`src/rtl/irqc_pkg.sv`:
```
package irqc_pkg;
  localparam int DATA_W      = 32;
  localparam int LVL_W       = 3;
  localparam int A_ENABLE    = 0;
  localparam int A_THRESH    = 1;
  localparam int A_STATUS    = 2;
  localparam int A_CLR_BASE  = 4;
  localparam int A_MODE_BASE = 8;
  localparam int A_PRIO_BASE = 32;
  localparam int NONE_BIT    = 16;

  typedef enum logic [1:0] {
    TRIG_LOW  = 2'b00,
    TRIG_HIGH = 2'b01,
    TRIG_FALL = 2'b10,
    TRIG_RISE = 2'b11
  } trig_e;
endpackage

```
`src/rtl/irqc_sync.sv`:
```
module irqc_sync #(
  parameter int W = 64
) (
  input  logic         clk,
  input  logic         rst_n,
  input  logic [W-1:0] d,
  output logic [W-1:0] q
);
  logic [W-1:0] ff1_q;
  logic [W-1:0] ff2_q;

  always_ff @(posedge clk or negedge rst_n) begin
    if (!rst_n) begin
      ff1_q <= '0;
      ff2_q <= '0;
    end else begin
      ff1_q <= d;
      ff2_q <= ff1_q;
    end
  end

  assign q = ff2_q;
endmodule

```
`src/rtl/irqc_detect.sv`:
```
module irqc_detect #(
  parameter int NSRC = 64
) (
  input  logic              clk,
  input  logic              rst_n,
  input  logic [NSRC-1:0]   s,
  input  logic [2*NSRC-1:0] mode,
  input  logic [NSRC-1:0]   clr,
  input  logic [NSRC-1:0]   mode_wr,
  output logic [NSRC-1:0]   req
);
  logic [NSRC-1:0] prev_q;
  logic [NSRC-1:0] lat_q;
  logic [NSRC-1:0] lat_d;
  logic [NSRC-1:0] edge_now;

  for (genvar i = 0; i < NSRC; i++) begin : g_src
    logic is_edge;
    logic pol;
    assign is_edge = mode[2*i+1];
    assign pol     = mode[2*i];

    if (i == 0) begin : g_unused
      assign edge_now[i] = 1'b0;
      assign lat_d[i]    = 1'b0;
      assign req[i]      = 1'b0;
    end else begin : g_used
      assign edge_now[i] = is_edge &
                           (pol ? (s[i] & ~prev_q[i]) : (~s[i] & prev_q[i]));
      assign lat_d[i]    = edge_now[i] | (lat_q[i] & ~clr[i] & ~mode_wr[i]);
      assign req[i]      = is_edge ? lat_q[i] : (s[i] == pol);
    end


    clr_drops_latch_chk: assert property (@(posedge clk) disable iff (!rst_n)
      (clr[i] && !edge_now[i]) |=> !lat_q[i]);

    mode_drops_latch_chk: assert property (@(posedge clk) disable iff (!rst_n)
      (mode_wr[i] && !edge_now[i]) |=> !lat_q[i]);
  end

  always_ff @(posedge clk or negedge rst_n) begin
    if (!rst_n) begin
      prev_q <= '0;
      lat_q  <= '0;
    end else begin
      prev_q <= s;
      lat_q  <= lat_d;
    end
  end
endmodule

```
`src/rtl/irqc_arbiter.sv`:
```
module irqc_arbiter #(
  parameter int NSRC  = 64,
  parameter int LVL_W = 3,
  localparam int IDX_W = $clog2(NSRC)
) (
  input  logic [NSRC-1:0]       req,
  input  logic [LVL_W*NSRC-1:0] prio,
  input  logic [LVL_W-1:0]      thr,
  output logic                  any,
  output logic [IDX_W-1:0]      idx
);
  logic [LVL_W-1:0] best_lvl;

  always_comb begin
    any      = 1'b0;
    idx      = '0;
    best_lvl = '0;
    for (int i = NSRC - 1; i >= 1; i--) begin
      if (req[i] && (prio[LVL_W*i +: LVL_W] > thr) &&
          (prio[LVL_W*i +: LVL_W] >= best_lvl)) begin
        any      = 1'b1;
        idx      = IDX_W'(i);
        best_lvl = prio[LVL_W*i +: LVL_W];
      end
    end
  end
endmodule

```
`src/rtl/prio_irq_ctrl.sv`:
```
module prio_irq_ctrl
  import irqc_pkg::*;
#(
  parameter int NSRC   = 64,
  parameter int ADDR_W = 6
) (
  input  logic              clk,
  input  logic              rst_n,
  input  logic [NSRC-1:0]   irq_in,
  input  logic              reg_we,
  input  logic [ADDR_W-1:0] reg_addr,
  input  logic [DATA_W-1:0] reg_wdata,
  output logic [DATA_W-1:0] reg_rdata,
  output logic              cpu_irq
);
  localparam int IDX_W = $clog2(NSRC);
  localparam int NMODE = NSRC / 16;
  localparam int NPRIO = NSRC / 2;
  localparam int NCLR  = NSRC / 32;

  logic                  en_q, en_d;
  logic [LVL_W-1:0]      thr_q, thr_d;
  logic [2*NSRC-1:0]     mode_q, mode_d;
  logic [LVL_W*NSRC-1:0] prio_q, prio_d;
  logic [DATA_W-1:0]     rdata_q, rdata_d;
  logic                  irq_q, irq_d;
  logic [IDX_W-1:0]      idx_q, idx_d;
  logic [NSRC-1:0]       clr, mode_wr;
  logic [NSRC-1:0]       sync_s;
  logic [NSRC-1:0]       req;
  logic                  arb_any;
  logic [IDX_W-1:0]      arb_idx;
  logic [LVL_W-1:0]      sel_lvl;

  irqc_sync #(.W(NSRC)) u_sync (
    .clk(clk), .rst_n(rst_n), .d(irq_in), .q(sync_s)
  );

  irqc_detect #(.NSRC(NSRC)) u_detect (
    .clk(clk), .rst_n(rst_n), .s(sync_s), .mode(mode_q),
    .clr(clr), .mode_wr(mode_wr), .req(req)
  );

  irqc_arbiter #(.NSRC(NSRC), .LVL_W(LVL_W)) u_arb (
    .req(req), .prio(prio_q), .thr(thr_q), .any(arb_any), .idx(arb_idx)
  );

  // register write decode
  always_comb begin
    en_d    = en_q;
    thr_d   = thr_q;
    mode_d  = mode_q;
    prio_d  = prio_q;
    clr     = '0;
    mode_wr = '0;
    if (reg_we) begin
      if (int'(reg_addr) == A_ENABLE) en_d = reg_wdata[0];
      if (int'(reg_addr) == A_THRESH) thr_d = reg_wdata[LVL_W-1:0];
      for (int c = 0; c < NCLR; c++) begin
        if (int'(reg_addr) == A_CLR_BASE + c) begin
          for (int h = 0; h < 2; h++) begin
            if (reg_wdata[16*h+8])
              clr[32*c + 16*h + int'(reg_wdata[16*h +: 4])] = 1'b1;
          end
        end
      end
      for (int m = 0; m < NMODE; m++) begin
        if (int'(reg_addr) == A_MODE_BASE + m) begin
          mode_d[32*m +: 32] = reg_wdata;
          for (int j = 0; j < 16; j++) begin
            if (reg_wdata[2*j +: 2] != mode_q[32*m + 2*j +: 2])
              mode_wr[16*m + j] = 1'b1;
          end
        end
      end
      for (int k = 0; k < NPRIO; k++) begin
        if (int'(reg_addr) == A_PRIO_BASE + k) begin
          prio_d[LVL_W*(2*k)   +: LVL_W] = reg_wdata[0 +: LVL_W];
          prio_d[LVL_W*(2*k+1) +: LVL_W] = reg_wdata[8 +: LVL_W];
        end
      end
    end
  end

  // read mux and output stage next state
  always_comb begin
    rdata_d = '0;
    if (int'(reg_addr) == A_ENABLE) rdata_d[0] = en_q;
    if (int'(reg_addr) == A_THRESH) rdata_d[LVL_W-1:0] = thr_q;
    if (int'(reg_addr) == A_STATUS) begin
      rdata_d[NONE_BIT]    = ~irq_q;
      rdata_d[IDX_W-1:0]   = idx_q;
    end
    for (int m = 0; m < NMODE; m++) begin
      if (int'(reg_addr) == A_MODE_BASE + m) rdata_d = mode_q[32*m +: 32];
    end
    for (int k = 0; k < NPRIO; k++) begin
      if (int'(reg_addr) == A_PRIO_BASE + k) begin
        rdata_d[0 +: LVL_W] = prio_q[LVL_W*(2*k)   +: LVL_W];
        rdata_d[8 +: LVL_W] = prio_q[LVL_W*(2*k+1) +: LVL_W];
      end
    end
    irq_d = en_q & arb_any;
    idx_d = irq_d ? arb_idx : '0;
  end

  always_ff @(posedge clk or negedge rst_n) begin
    if (!rst_n) begin
      en_q    <= 1'b0;
      thr_q   <= '0;
      mode_q  <= '0;
      prio_q  <= '0;
      rdata_q <= '0;
      irq_q   <= 1'b0;
      idx_q   <= '0;
    end else begin
      en_q    <= en_d;
      thr_q   <= thr_d;
      mode_q  <= mode_d;
      prio_q  <= prio_d;
      rdata_q <= rdata_d;
      irq_q   <= irq_d;
      idx_q   <= idx_d;
    end
  end

  assign reg_rdata = rdata_q;
  assign cpu_irq   = irq_q;
  assign sel_lvl   = prio_q[LVL_W*int'(arb_idx) +: LVL_W];


  disabled_quiet_chk: assert property (@(posedge clk) disable iff (!rst_n)
    !en_q |=> !cpu_irq);

  line0_never_chk: assert property (@(posedge clk) disable iff (!rst_n)
    cpu_irq |-> (idx_q != '0));

  above_thresh_chk: assert property (@(posedge clk) disable iff (!rst_n)
    arb_any |-> (sel_lvl > thr_q));
endmodule

```
`config.mk`:
```
export PLATFORM = sky130hd
export DESIGN_NAME = prio_irq_ctrl
export DESIGN_NICKNAME = d
export VERILOG_FILES = /design/src/rtl/irqc_pkg.sv /design/src/rtl/irqc_sync.sv /design/src/rtl/irqc_detect.sv /design/src/rtl/irqc_arbiter.sv /design/src/rtl/prio_irq_ctrl.sv
export SDC_FILE = /design/constraint.sdc
export NUM_CORES = 2
export LEC_CHECK = 0
export ABC_AREA = 1
export BUFFER_PORTS_ARGS = -buffer_cell sky130_fd_sc_hd__buf_2
export CAP_MARGIN = 20
export CORE_UTILIZATION = 60
export CTS_CLUSTER_DIAMETER = 200
export DETAILED_ROUTE_END_ITERATION = 10
export GPL_ROUTABILITY_DRIVEN = 0
export PLACE_DENSITY = 0.85
export SLEW_MARGIN = 30
export SYNTH_ARGS = -nofsm -noshare
export SYNTH_HDL_FRONTEND = slang
export SYNTH_SLANG_ARGS = --single-unit
```
`constraint.sdc`:
```
create_clock -name clk -period 70.4 [get_ports clk]
set_clock_uncertainty 0.1 [all_clocks]
set_input_delay 7.04 -clock clk [delete_from_list [all_inputs] [get_ports clk]]
set_output_delay 7.04 -clock clk [all_outputs]
set_load 0.05 [all_outputs]
```
After elaboration in Yosys (flattened, before gate mapping)
Index checks and enable logic that the tools add are counted.

Add/subtract/negate cells: 3. Order comparisons: 134. Equal/unequal tests: 167. Muxes and demuxes: 476. Bitwise logic cells: 635. Reductions and logical operators: 169.

Operators by type and width (number): 64-bit 2-to-1 mux (12); 6-bit 2-to-1 mux (65); 3-bit 2-to-1 mux (127); 1-bit AND (316); 1-bit 2-to-1 mux (259); 1-bit NOT (253); 64-bit bitwise OR (3); 3-bit > comparator (63); 3-bit >= comparator (62); 1-bit logical AND (130); 32-bit 2-to-1 mux (4); 2-bit inequality test (64); 6-bit == test (second input constant) (16); 16-bit 2-to-1 mux (5); 2-bit AND reduction (38); 6-bit by 5-bit == test with 1-bit output (second input constant) (12); 1-bit == test (63); 1-bit bitwise OR (63); 6-bit by 4-bit == test with 1-bit output (second input constant) (6); 1-bit demux with 6-bit select (3); 6-bit by 3-bit == test with 1-bit output (second input constant) (3); 6-bit by 4-bit adder with 7-bit output (first input constant) (2); 7-bit by 1-bit >= comparator with 1-bit output (second input constant) (2); 7-bit less-than comparator (second input constant) (2); other kinds (10) (11).

Register bits: 618. Input port bits: 105. Word-level logic and storage cells: 1629.

Logic depth before layout (Yosys ltp)
Depth after elaboration: 193. Depth in mapped cells: 578. Mapped depth without buffers: 577.

Modules after synthesis
From an unflattened synthesis, not the netlist that was laid out.

Cell total of the unflattened synthesis: 5370. Area total of the unflattened synthesis: 40184.8 µm².

By module, submodules not included: prio_irq_ctrl (instances 1, cells an instance 2173, area an instance 17460.5 µm², seq. area each 9083.7 µm²); irqc_arbiter (instances 1, cells an instance 2059, area an instance 12494.5 µm², seq. area each 0.0 µm²); irqc_detect (instances 1, cells an instance 1010, area an instance 7026.7 µm², seq. area each 3153.0 µm²); irqc_sync (instances 1, cells an instance 128, area an instance 3203.1 µm², seq. area each 3203.1 µm²).

Worst setup path before layout
Ideal clock, no wire load.

Path type: register to register. Start: register thr_q[2]. End: register idx_q[0]. Library setup time: 120 ps. Arrival time: 56954 ps. Slack: 13226 ps. Cell stages (with the launch flop): 483. Buffers on the path: 1. Clock period less this slack: 57174 ps. Cell sequence: dfrtp_1 > inv_1 > ha_1 > nand3_1 > nand2_1 > inv_1 > nand4_1 > ha_1 > nand3_1 > nand3_1 > nand3_2 > nand2_1 > o21a_1 > inv_1 > ha_1 > inv_1 > a21oi_1 > inv_1 > [... 447 more ...] > o21a_1 > ha_1 > nand2_1 > o211ai_1 > nand3_1 > or2_2 > nand2_1 > ha_1 > nand3_1 > o211ai_1 > nand3_1 > inv_1 > nor2_1 > nand2_1 > nor2_2 > nand3_2 > nand2_2 > nor2_1.

Word-level cells in the longest chain between the ends: 192.

RTL lines: from (decl) (RTL line prio_irq_ctrl.sv:22) `logic [LVL_W-1:0] thr_q, thr_d;`; from (signal assigned) (RTL line prio_irq_ctrl.sv:118) `thr_q <= thr_d;`; 3-bit > comparator (RTL line irqc_arbiter.sv:19) `if (req[i] && (prio[LVL_W*i +: LVL_W] > thr) &&`; 1-bit logical AND (2 in a row) (RTL line irqc_arbiter.sv:19); 3-bit 2-to-1 mux (RTL line irqc_arbiter.sv:19); 3-bit >= comparator (RTL line irqc_arbiter.sv:20) `(prio[LVL_W*i +: LVL_W] >= best_lvl)) begin`; 1-bit logical AND (RTL line irqc_arbiter.sv:19); 3-bit 2-to-1 mux (RTL line irqc_arbiter.sv:19); 3-bit >= comparator (RTL line irqc_arbiter.sv:20); 1-bit logical AND (RTL line irqc_arbiter.sv:19); [... 176 more ...]; 1-bit logical AND (RTL line irqc_arbiter.sv:19); 3-bit 2-to-1 mux (RTL line irqc_arbiter.sv:19); 3-bit >= comparator (RTL line irqc_arbiter.sv:20); 1-bit logical AND (RTL line irqc_arbiter.sv:19); 1-bit 2-to-1 mux (RTL line irqc_arbiter.sv:19); 1-bit AND (RTL line prio_irq_ctrl.sv:103) `irq_d = en_q & arb_any;`; 6-bit 2-to-1 mux (*) (RTL line prio_irq_ctrl.sv:104) `idx_d = irq_d ? arb_idx : '0;`; named net idx_d[0] (RTL line prio_irq_ctrl.sv:27) `logic [IDX_W-1:0] idx_q, idx_d;`; to (signal assigned) (RTL line prio_irq_ctrl.sv:123) `idx_q <= idx_d;`; to (decl) (RTL line prio_irq_ctrl.sv:27).

Mark *: on every way through the listed nets, which the timed path passes. The rest lies on a longest branch. A chain may end at the register's enable or synchronous reset.

Worst setup path in the final report
Start: register thr_q[2]. End: register idx_q[5].

The elaborated chain is that of the path after synthesis.

==> results_dict.tcl <==
set metrics [dict create \
    outcome "complete, no violations" \
    fin_nets 5386 \
    start_kind "flip-flop" \
    cts_tree "built" \
    finalHoldViolCount 0 \
    drc 0 \
    tightest_slew_ps 1090 \
    syn_area_per_cell_sq_um 7.78 \
    drt_iter0_drc 4406 \
    path_class "reg2reg" \
    vias_per_cell 6.19 \
    htreeDepth 3 \
    dp_hpwl_microns 89500 \
    cpPeakStageDelay_ps 490 \
    synthAdderAreaFrac_pct 8.39 \
    synth_cell_types 61 \
    fin_util_pct 66.8 \
    synth-simple-area-share_pct 25.3 \
    grt_max_degree 153 \
    power.density_mw_per_mm2 49.4 \
    grt_pass1_wl_microns 192000 \
    synth_top_family_by_area "simple AND/OR/NAND/NOR gates" \
    clkSinkCount 615 \
    setup_violations 0 \
    slew_violations 0 \
    synth_warnings 0 \
    use_met2_pct 58.0 \
    grt_pass1_vias 34400 \
    dp_cells 5801 \
    slew_headroom_pct 25.2 \
    crit_top_cell "nand2_1" \
    clk_pin_slew_ps 60 \
    p_leak_nw 20.4 \
    num_rows 92 \
    vdd_drop_max_mv 0.0363 \
    ys_top_cells_by_area "dfrtp_1 (40%), nand2_1 (12%), ha_1 (8.4%)" \
    report.power.total_mw 2.08 \
    synth_edf_count 0 \
    synth-compound-area-share_pct 16.3 \
    yosys_most_used_dff "dfrtp_1" \
    ys_async_sr_fraction_pct 100 \
    synth-xor-area-share_pct 2.58 \
    core_sq_mm 0.0631 \
    yosys.area.top_type "dfrtp_1" \
    tns_ps 0 \
    met3_usage_pct 11.8 \
    cts_root_buffer "clkbuf_16" \
    seq_area_frac_synth_pct 40.2 \
    final.min_clock_period_ps 64040 \
    grt_busiest_layer "met2" \
    arrival_ps 64440 \
    cts.repair.resized 0 \
    ant_nets 0 \
    hold_class "reg2reg" \
    clk_path_buf_depth 3 \
    dr_total_vias 36700 \
    io-pin-count 138 \
    max_freq_mhz 15.6 \
    synthCells 4924 \
    die_h_microns 255 \
    min_period_over_period_pct 91.0 \
    area_delta_synth_final_pct 9.97 \
    syn_area_sq_mm 0.0383 \
    instances_no_fill 5929 \
    antenna_found_initial 17 \
    ys_ff_latch 615 \
    required_ps 70790 \
    worst-path-max-fanout 11 \
    crit_path_top_delay_cell "dfrtp_2" \
    avgRoutedWirePerCell_microns 21.2 \
    wl_microns 126000 \
    holdBufCountCts 0 \
    track_usage_pct 39.0 \
    use_met1_pct 48.7 \
    end_kind "flip-flop" \
    place.port_buffers 136 \
    cap_violations 0 \
    clk_latency_ps 630 \
    netlist.area_leader.share_pct 40.2 \
    cts_setup_buffers 0 \
    cts_buffers 66 \
    die_x_microns 255 \
    syn-num-nets 5286 \
    start_util_pct 60.7 \
    first_pass_iters 10 \
    fp.dieArea_sq_mm 0.0649 \
    layout-drive-gt1-share_pct 12.1 \
    muxShareOfSynthArea_pct 0.0261 \
    grt_overflow 0 \
]
==> cell usage after synthesis (4+ instances only) <==
cell / number
a211oi_1: 38
a21oi_1: 154
a21oi_2: 7
a21oi_4: 7
a221oi_1: 16
a22oi_1: 15
a311oi_1: 23
a31o_2: 18
a31oi_1: 12
buf_1: 4
clkbuf_1: 132
clkinv_1: 16
dfrtp_1: 615
ha_1: 257
inv_1: 537
inv_2: 47
nand2_1: 1183
nand2_2: 108
nand2_4: 33
nand3_1: 338
nand3_2: 66
nand4_1: 33
nor2_1: 303
nor3_1: 31
o2111a_1: 4
o2111ai_1: 17
o211ai_1: 79
o21a_1: 8
o21ai_0: 594
o21ai_1: 5
o221ai_1: 5
o22ai_1: 37
or2_1: 6
or2_2: 21
xnor2_1: 37
xor2_1: 76
==> flip-flops by register name, indices dropped and copies added (netlist names) <==
signal           count
prio_q             192
mode_q             128
u_detect.lat_q      63
u_detect.prev_q     63
u_sync.ff1_q        63
u_sync.q            63
reg_rdata           32
idx_q                6
thr_q                3
cpu_irq              1
en_q                 1
==> critical path, delay by kind of cell, from the launching register on <==
kind,cells,cell delay [ps]
simple gates,260,25510
fa+ha+maj,63,18520
compound gates,103,15210
buf+inv,68,3970
flops,1,490
==> cell type report <==
cell class,count,area (sq um)
antenna,10,25.0
fill,5017,20900
timing repair buffer,169,995
inverter,600,2250
multi-input combinational,3572,20200
tap,846,1060
clock buffer,92,1880
sequential,615,15400
clock inverter,25,307
==> cell usage in the layout (no fill, tap or decap), types with 12 or more instances in the layout <==
cell,synthesis,final
a31o_2,18,18
o2111ai_1,17,17
inv_2,47,49
a21oi_1,154,152
nand2_4,33,34
o211ai_1,79,79
o21ai_1,5,22
xor2_1,76,76
a311oi_1,23,23
nor3_1,31,29
inv_1,537,534
clkinv_1,16,16
nand3_1,338,337
a211oi_1,38,38
or2_2,21,21
nand2_1,1183,1183
clkbuf_1,132,15
o21ai_0,594,576
xnor2_1,37,37
nand4_1,33,33
o22ai_1,37,37
nand3_2,66,67
a22oi_1,15,15
buf_2,0,135
clkbuf_16,0,68
dfrtp_1,615,612
a221oi_1,16,16
buf_4,0,27
nor2_2,3,12
ha_1,257,257
nor2_1,303,292
a31oi_1,12,12
nand2_2,108,107
==> path summary, 6_finish.rpt <==
| path | from | end | slack [ps] | depth (start not counted) |
|---|---|---|---|---|
| worst max-delay path | thr_q[2] | idx_q[5] | 6360 | 494 |
| worst min-delay path | u_sync.ff1_q[2] | u_sync.q[2] | 240 | 0 |
| worst max register to register | thr_q[2] | idx_q[5] | 6360 | 494 |
| worst min register to register | u_sync.ff1_q[2] | u_sync.q[2] | 240 | 0 |
| max in group asynchronous | rst_n | prio_q[119] | 61440 | 4 |
| min in group asynchronous | rst_n | u_sync.ff1_q[22] | 6210 | 1 |
==> power by group <==
| part | switching [mW] | internal (mW) | leakage (nW) |
|---|---|---|---|
| Clock | 0.150 | 0.206 | 1.07 |
| Sequential | 0.0478 | 0.392 | 7.54 |
| Combinational | 0.840 | 0.443 | 11.8 |
| Total | 1.04 | 1.04 | 20.4 |
==> per-stage QoR <==
stage	instance area (sq um)	worst slack, ps	hold slack, ps
detailed placement	39900	6240	235
finish	42100	6360	239
global route	42100	-7.39	248
floorplan	38300	13230	231
global placement	39800	8040	232
CTS	42000	5740	243
==> cell families (layout without fill, tap and decap cells) <==
group                      Yosys count  after routing
xor gates and xnor gates           113            113
muxes                                1              1
DFF                                615            615
AOI/OAI and AO/OA                 1062           1062
other                                0             10
buffers and inverters              737            886
and+or+nand+nor                   2139           2139
adders and majority gates          257            257
==> layer usage <==
layer	share of wire [%]	vias up
li1	-	16700
met1	36	17100
met2	42	2321
met3	14	630
met4	8.1	12
met5	0.054	-
Power figures use the tool's default switching activity.
